==> src/rtl/clkgen_ctrl_pkg.sv <==
package clkgen_ctrl_pkg;
  localparam int FRAME_W = 16;
  localparam int HDR_W   = 6;
  localparam int EN_W    = 6;
  localparam logic [HDR_W-1:0] HDR_MODE = 6'b011100;
  localparam logic [HDR_W-1:0] HDR_CFG  = 6'b011011;
  localparam logic [EN_W-1:0]  EN_DEFAULT = '1;

  typedef enum logic [1:0] {
    RATE_STD  = 2'b00,
    RATE_DBL  = 2'b01,
    RATE_HALF = 2'b10,
    RATE_RSVD = 2'b11
  } rate_t;

  typedef enum logic [1:0] {
    GRP_48K  = 2'b00,
    GRP_44K1 = 2'b01,
    GRP_32K  = 2'b10,
    GRP_RSVD = 2'b11
  } group_t;
endpackage

==> src/rtl/ctrl_sync.sv <==
module ctrl_sync #(
  parameter int WIDTH  = 4,
  parameter int STAGES = 2
) (
  input  logic             clk,
  input  logic             rst,
  input  logic [WIDTH-1:0] async_in,
  output logic [WIDTH-1:0] sync_out
);
  for (genvar b = 0; b < WIDTH; b++) begin : g_bit
    logic [STAGES-1:0] chain;
    always_ff @(posedge clk) begin
      if (rst) chain <= '0;
      else     chain <= {chain[STAGES-2:0], async_in[b]};
    end
    assign sync_out[b] = chain[STAGES-1];
  end
endmodule

==> src/rtl/ctrl_frame_shifter.sv <==
module ctrl_frame_shifter
  import clkgen_ctrl_pkg::*;
(
  input  logic               clk,
  input  logic               rst,
  input  logic               sel_n,
  input  logic               bclk,
  input  logic               dat,
  output logic               frame_stb,
  output logic [FRAME_W-1:0] frame_word
);
  localparam int CNT_MAX = FRAME_W + 1;
  localparam int CNT_W   = $clog2(CNT_MAX + 1);

  logic             sel_q, bclk_q;
  logic             sel_rise, bclk_rise;
  logic [CNT_W-1:0] bit_cnt;

  assign sel_rise  = sel_n & ~sel_q;
  assign bclk_rise = bclk & ~bclk_q;

  always_ff @(posedge clk) begin
    if (rst) begin
      sel_q      <= 1'b1;
      bclk_q     <= 1'b0;
      bit_cnt    <= '0;
      frame_stb  <= 1'b0;
      frame_word <= '0;
    end else begin
      sel_q     <= sel_n;
      bclk_q    <= bclk;
      frame_stb <= 1'b0;
      if (sel_rise) begin
        frame_stb <= (bit_cnt == CNT_W'(FRAME_W));
        bit_cnt   <= '0;
      end else if (bclk_rise && !sel_n) begin
        frame_word <= {frame_word[FRAME_W-2:0], dat};
        if (bit_cnt != CNT_W'(CNT_MAX)) bit_cnt <= bit_cnt + 1'b1;
      end
    end
  end

  p_count_sat_r6: assert property (@(posedge clk) disable iff (rst)
    bit_cnt <= CNT_W'(CNT_MAX));
  p_stb_len_r6: assert property (@(posedge clk) disable iff (rst)
    frame_stb |-> ($past(bit_cnt) == CNT_W'(FRAME_W)));
  p_stb_on_sel_rise_r2: assert property (@(posedge clk) disable iff (rst)
    frame_stb |-> $past(sel_rise));
endmodule

==> src/rtl/ctrl_init_timer.sv <==
module ctrl_init_timer #(
  parameter int INIT_CYCLES = 1024
) (
  input  logic clk,
  input  logic rst,
  output logic busy
);
  localparam int CW = $clog2(INIT_CYCLES + 1);
  logic [CW-1:0] cnt;

  always_ff @(posedge clk) begin
    if (rst) begin
      cnt  <= '0;
      busy <= 1'b1;
    end else if (busy) begin
      cnt <= cnt + 1'b1;
      if (cnt == CW'(INIT_CYCLES - 1)) busy <= 1'b0;
    end
  end

  p_busy_stays_low_r1: assert property (@(posedge clk) disable iff (rst)
    !busy |=> !busy);
endmodule

==> src/rtl/clkgen_serial_ctrl.sv <==
module clkgen_serial_ctrl
  import clkgen_ctrl_pkg::*;
#(
  parameter int INIT_CYCLES = 1024,
  parameter int SYNC_STAGES = 2
) (
  input  logic       clk,
  input  logic       rst,
  input  logic       ser_sel_n,
  input  logic       ser_clk,
  input  logic       ser_dat,
  input  logic       range_pin,
  output logic [5:0] clk_en,
  output logic [1:0] rate_code,
  output logic [1:0] group_code,
  output logic [1:0] range_sel,
  output logic       pwr_down,
  output logic       init_busy,
  output logic       bad_code
);
  logic [3:0]         pins_s;
  logic               stb;
  logic [FRAME_W-1:0] word;
  logic               cfg_bit;
  logic [HDR_W-1:0]   hdr;
  logic               cfg_rsvd_clear;
  logic               code_bad;

  ctrl_sync #(.WIDTH(4), .STAGES(SYNC_STAGES)) u_sync (
    .clk(clk), .rst(rst),
    .async_in({range_pin, ser_dat, ser_clk, ser_sel_n}),
    .sync_out(pins_s)
  );

  ctrl_frame_shifter u_shift (
    .clk(clk), .rst(rst),
    .sel_n(pins_s[0]), .bclk(pins_s[1]), .dat(pins_s[2]),
    .frame_stb(stb), .frame_word(word)
  );

  ctrl_init_timer #(.INIT_CYCLES(INIT_CYCLES)) u_init (
    .clk(clk), .rst(rst), .busy(init_busy)
  );

  assign hdr            = word[FRAME_W-1 -: HDR_W];
  assign cfg_rsvd_clear = ~|{word[9:5], word[3:0]};
  assign code_bad       = (word[3:2] == RATE_RSVD) || (word[1:0] == GRP_RSVD);

  always_ff @(posedge clk) begin
    if (rst || init_busy) begin
      clk_en     <= EN_DEFAULT;
      rate_code  <= RATE_STD;
      group_code <= GRP_48K;
      cfg_bit    <= 1'b0;
    end else if (stb) begin
      if (hdr == HDR_MODE) begin
        clk_en     <= word[9:4];
        rate_code  <= word[3:2];
        group_code <= word[1:0];
      end else if (hdr == HDR_CFG && cfg_rsvd_clear) begin
        cfg_bit <= word[4];
      end
    end
  end

  always_ff @(posedge clk) begin
    if (rst) begin
      bad_code  <= 1'b0;
      pwr_down  <= 1'b0;
      range_sel <= 2'b00;
    end else begin
      if (!init_busy && stb && hdr == HDR_MODE && code_bad) bad_code <= 1'b1;
      pwr_down  <= (clk_en == '0);
      range_sel <= {cfg_bit, pins_s[3]};
    end
  end

  p_bad_sticky_r9: assert property (@(posedge clk) disable iff (rst)
    bad_code |=> bad_code);
  p_defaults_in_init_r1: assert property (@(posedge clk) disable iff (rst)
    $past(init_busy) |-> (clk_en == EN_DEFAULT && rate_code == 2'b00 && group_code == 2'b00));
  p_hold_without_frame_r5: assert property (@(posedge clk) disable iff (rst)
    (!stb && !init_busy) |=> ($stable(clk_en) && $stable(rate_code) && $stable(group_code)));
  p_pd_follows_enables_r8: assert property (@(posedge clk) disable iff (rst)
    (!init_busy && $stable(clk_en)) |=> (pwr_down == ($past(clk_en) == '0)));
endmodule

==> config.mk <==
export PLATFORM = sky130hd
export DESIGN_NAME = clkgen_serial_ctrl
export DESIGN_NICKNAME = d
export VERILOG_FILES = /design/src/rtl/clkgen_ctrl_pkg.sv /design/src/rtl/ctrl_sync.sv /design/src/rtl/ctrl_frame_shifter.sv /design/src/rtl/ctrl_init_timer.sv /design/src/rtl/clkgen_serial_ctrl.sv
export SDC_FILE = /design/constraint.sdc
export NUM_CORES = 1
export LEC_CHECK = 0
export ABC_AREA = 1
export CAP_MARGIN = 10
export CORE_UTILIZATION = 53
export DETAILED_ROUTE_END_ITERATION = 10
export DONT_BUFFER_PORTS = 1
export PLACE_DENSITY = 0.75
export SYNTH_ARGS = -nofsm -noshare
export SYNTH_HDL_FRONTEND = slang
export SYNTH_SLANG_ARGS = --single-unit
==> constraint.sdc <==
create_clock -name clk -period 1.9 [get_ports clk]
set_input_delay 0.38 -clock clk [delete_from_list [all_inputs] [get_ports clk]]
set_output_delay 0.38 -clock clk [all_outputs]
set_load 0.1 [all_outputs]
# After elaboration in Yosys (flattened, before gate mapping)
# Index checks and enable logic that the tools add are counted.
# totals
regBits	59
latchBits	0
ram_bits	0
romBits	0
n_memories	0
# classes
add_sub_neg	2
n_mul	0
n_div	0
magnitude_cmp	0
n_eq_ne	7
shift	0
muxes	2
bitwise	6
n_reduce_logical	18
# op_table
cell	count
6-bit by 5-bit == test with 1-bit output (second input constant)	2
11-bit by 1-bit adder with 11-bit output (second input constant)	1
11-bit by 10-bit == test with 1-bit output (second input constant)	1
9-bit OR reduction	1
6-bit zero test	1
2-bit AND reduction	3
5-bit by 1-bit adder with 5-bit output (second input constant)	1
5-bit == test (second input constant)	1
1-bit logical AND	5
5-bit inequality test (second input constant)	1
2-bit == test (second input constant)	2
1-bit inverter	4
2-bit OR reduction	2
1-bit zero test	3
3-bit AND reduction	1
1-bit AND	2
1-bit logical OR	2
1-bit 2-to-1 mux	2

# Logic depth before layout (Yosys ltp)
# depth
depth_word	4
mapped_depth	8

# Hierarchy
# A second synthesis with hierarchy kept.
# unflattened
cells_unflattened	327
hier_area_um2	2429.8
# by_module_without_submodules
module	instances	cells_each	area_per_inst_um2	seq_area_each_um2
ctrl_frame_shifter	1	128	948.4	480.5
clkgen_serial_ctrl	1	90	648.1	300.3
ctrl_init_timer	1	80	571.8	240.2
ctrl_sync	1	29	261.5	160.2

# Worst setup path after synthesis
# Ideal clock, no wire load.
# synth_timing
path_kind	reg-to-reg
start	reg u_init.busy
end	reg u_init.cnt[8]
setup_ps	110
arrival_time_ps	1629
setup_slack_ps	162
stages_incl_launch_ff	8
n_path_buf	0
path_cell_list	dfxtp_1 > nand2_2 > nor2_2 > nand2_1 > nor2_2 > nand2_1 > nand2_1 > nor2_1
# synth_lines
element	line	source
start, declared	ctrl_init_timer.sv:6	output logic busy
start signal, assigned	ctrl_init_timer.sv:14	busy <= 1'b1;
start signal, assigned	ctrl_init_timer.sv:17	if (cnt == CW'(INIT_CYCLES - 1)) busy <= 1'b0;
end signal, assigned	ctrl_init_timer.sv:16	cnt <= cnt + 1'b1;
end, declared	ctrl_init_timer.sv:9	logic [CW-1:0] cnt;

# Final worst setup path
# layout_timing
start	reg u_init.busy
end	out init_busy
# layout_lines
element	line	source
end, declared	clkgen_serial_ctrl.sv:18	output logic init_busy,
# No word-level cell between the ends.

==> impl_results.md <==
* Status: completed
* Met2 GRT Util at 0.366
* Worst hold start: rst
* Period utilization at 0.797
* Worst reg2reg setup slack at about 500 ps
* DRC Markers at 0
* Post-DP HPWL at 3.07 mm
* Post-CTS setup buffer count at 0
* Vias in the first global route at between 1500 and 2000
* Met3 GRT Util at 0.109
* Reg clk slew, reported paths at 60 ps
* Fmax at roughly 0.66 GHz
* Critical Path Max Stage Delay at about 460 ps
* Tot GR Track Use at 0.230
* Final worst path period need at between 1500 and 2000 ps
* Antenna cell count at 0
* Post-DRT Antenna Nets at 0
* Endpoints failing hold at 0
* Clock latency on the worst-skew pair at approximately 330 ps
* CTS tree: done
* Drt pass-1 iters at 4
* Vias at between 1500 and 2000
* Layout Nets at about 350
* Setup TNS at 0 ps
* Die area at between 4000 and 5000 um2
* Hold Buf Count CTS at 0
* Area Growth Syn to Fin at 13.6%
* Starting density of the core at 0.568
* WHS Endpoint: u_shift.frame_word[6]
* Worst slew margin at 0.766
* Overall routed net length at ~4.5 mm
* Share of cells above drive strength 1 at 0.117
* Fin worst setup slack at 386 ps
* Most Crowded Layer GR: met2
* Drt wl/cell at about 11 um
* CP Cell Sequence: buf_4
* Final setup fails at 0
* WP buf/inv at 1
* Post-cts repair resize count at 0
* Sequential share of the synthesized area at 0.502
* CP Class: flip-flop to primary output
* Flops & latches, synth at ~60
* PwrDens at between 900 and 1000 nW/um2
* Worst Hold Depth at 1
* Syn. warnings at 0
* I/O Pins at 21
* Antenna violations before repair at 0
* Crit path from: u_init.busy
* Mapped Area at around 2400 um2
* Post-Synthesis Cells at 318
* Crit Path Max Fanout at 7
* First-pass GRT wire length at approximately 7.6 mm
* Clock Sinks at 59
* Slew Viols, Final at 0
* Vias/cell at about 5.0
* Worst path slowest cell: dfxtp_1
* Placeable Area at a little over 4000 um2
* Worst R2R Path Depth at 6
* Skew final at around 7.0 ps
* Leakage at 1.14 nW
* Std cell rows at 23
* WP data required at about 1500 ps
* Fin cells at 391
* Critical Path AT at around 1100 ps
* Iter 0 DRT Violations at between 80 and 90
* Largest net degree at the start of global routing at 25
* CTS H-tree depth at 3
* VDD IR max at about 600 uV
* RR Startpoint: u_sync.g_bit[0].chain[1]
* Crit. End Element: primary output
* CTS root buf: clkbuf_8
* Unrepaired setup endpoints after global routing: false
* Syn_nets at between 300 and 400
* Die W at around 70 um
* CTS max path bufs at 2
* Worst r2r dst: u_shift.bit_cnt[1]
* Die Span Y at approximately 69 um
* Crit path max-delay family: flip-flops
* Synth cell types at 24
* Routability congestion estimate from global placement at 0.814
* Post-Place Worst Slack at between 500 and 600 ps
* Met1 Track Usage GR at 0.269
* Dpl cells at 376
* Port Buffer Count at 0
* Worst-margin pin slew at 350 ps
* WHS at approximately 110 ps
* Grt ovf at 0
* CTS Buf Count at 9
* HP Class: primary input to flip-flop
* Max-cap violations at 0
* Syn_area_per_cell at between 7 and 8 um2
* Type of origin of the critical path: flip-flop
cell type report:
type / count / area (um2)
clock buffers: 12 / 135
clock inverters: 3 / 40.0
fillers: 375 / 1470
inverters: 45 / 169
multi-input cells: 204 / 951
flip-flops and latches: 59 / 1180
well taps: 50 / 62.6
repair buffers: 18 / 135
registers in the layout (all words and copies together) (netlist names):
signal and count:
bad_code 1, cfg_bit 1, clk_en 6, group_code 2, pwr_down 1, range_sel 2
rate_code 2, u_init.busy 1, u_init.cnt 11, u_shift.bclk_q 1, u_shift.bit_cnt 5, u_shift.frame_stb 1
u_shift.frame_word 16, u_shift.sel_q 1, u_sync.g_bit.chain 8
power by group:
part           switching, mW  internal (mW)
sequential            0.0220           1.27
combinational         0.0609         0.0320
clock                  0.445          0.595
total                  0.528           1.90
how the worst max path moves through the flow:
| stage | end | slack [ps] | cells after the start |
|---|---|---|---|
| after global placement | u_shift.bit_cnt[1] | 560 | 6 |
| after detailed placement | u_shift.bit_cnt[1] | 510 | 6 |
| after CTS | init_busy | 380 | 1 |
| after global routing | u_shift.bit_cnt[1] | 320 | 6 |
| final | init_busy | 390 | 1 |
| after floorplan | u_init.cnt[8] | 160 | 7 |
synth_stat cells (all sizes together):
master / n / area share
o22ai: 1 / 0.0027
a21oi: 25 / 0.055
ha: 4 / 0.021
inv: 44 / 0.070
o21ai: 22 / 0.047
nor4: 2 / 0.0053
nor2: 58 / 0.099
nand2: 66 / 0.11
nand3b: 1 / 0.0085
nand3: 17 / 0.036
buf: 10 / 0.022
o211ai: 1 / 0.0032
clkinv: 1 / 0.0016
nor3: 3 / 0.0064
dfxtp: 59 / 0.50
xor2: 1 / 0.0037
nand4: 3 / 0.0080
layout by cell type, fill, tap and decap left out, drive strengths merged:
| master | Yosys | layout |
|---|---|---|
| clkbuf | 0 | 12 |
| a21oi | 25 | 25 |
| nand3b | 1 | 1 |
| nand3 | 17 | 17 |
| nor3 | 3 | 3 |
| nor4 | 2 | 2 |
| o211ai | 1 | 1 |
| buf | 10 | 18 |
| xor2 | 1 | 1 |
| nor2 | 58 | 58 |
| nand4 | 3 | 3 |
| dfxtp | 59 | 59 |
| o21ai | 22 | 22 |
| clkinv | 1 | 3 |
| bufinv | 0 | 1 |
| nand2 | 66 | 66 |
| inv | 44 | 44 |
| ha | 4 | 4 |
| o22ai | 1 | 1 |
metrics by stage:
stage	area (um2)	power, mW	utilization
3_3_place_gp	2500	1.40	0.603
4_1_cts	2670	2.44	0.645
5_1_grt	2670	2.53	0.645
3_5_place_dp	2500	1.41	0.603
6_report	2670	2.42	0.645
2_1_floorplan	2350	1.39	-
logic make-up after synthesis:
logic type                 Yosys count  share of synthesized area
and+or+nand+nor                    150                      0.272
DFF                                 59                      0.502
buffers and inverters               55                     0.0941
AOI/OAI and AO/OA                   49                      0.107
adders and majority gates            4                     0.0213
xor gates and xnor gates             1                    0.00372
metal layers:
layer | part of all wire | up-vias
li1 | - | 1028
met4 | 0.012 | 0
met5 | 0 | -
met3 | 0.056 | 6
met2 | 0.48 | 42
met1 | 0.45 | 875
(Power assumes the default switching activity.)
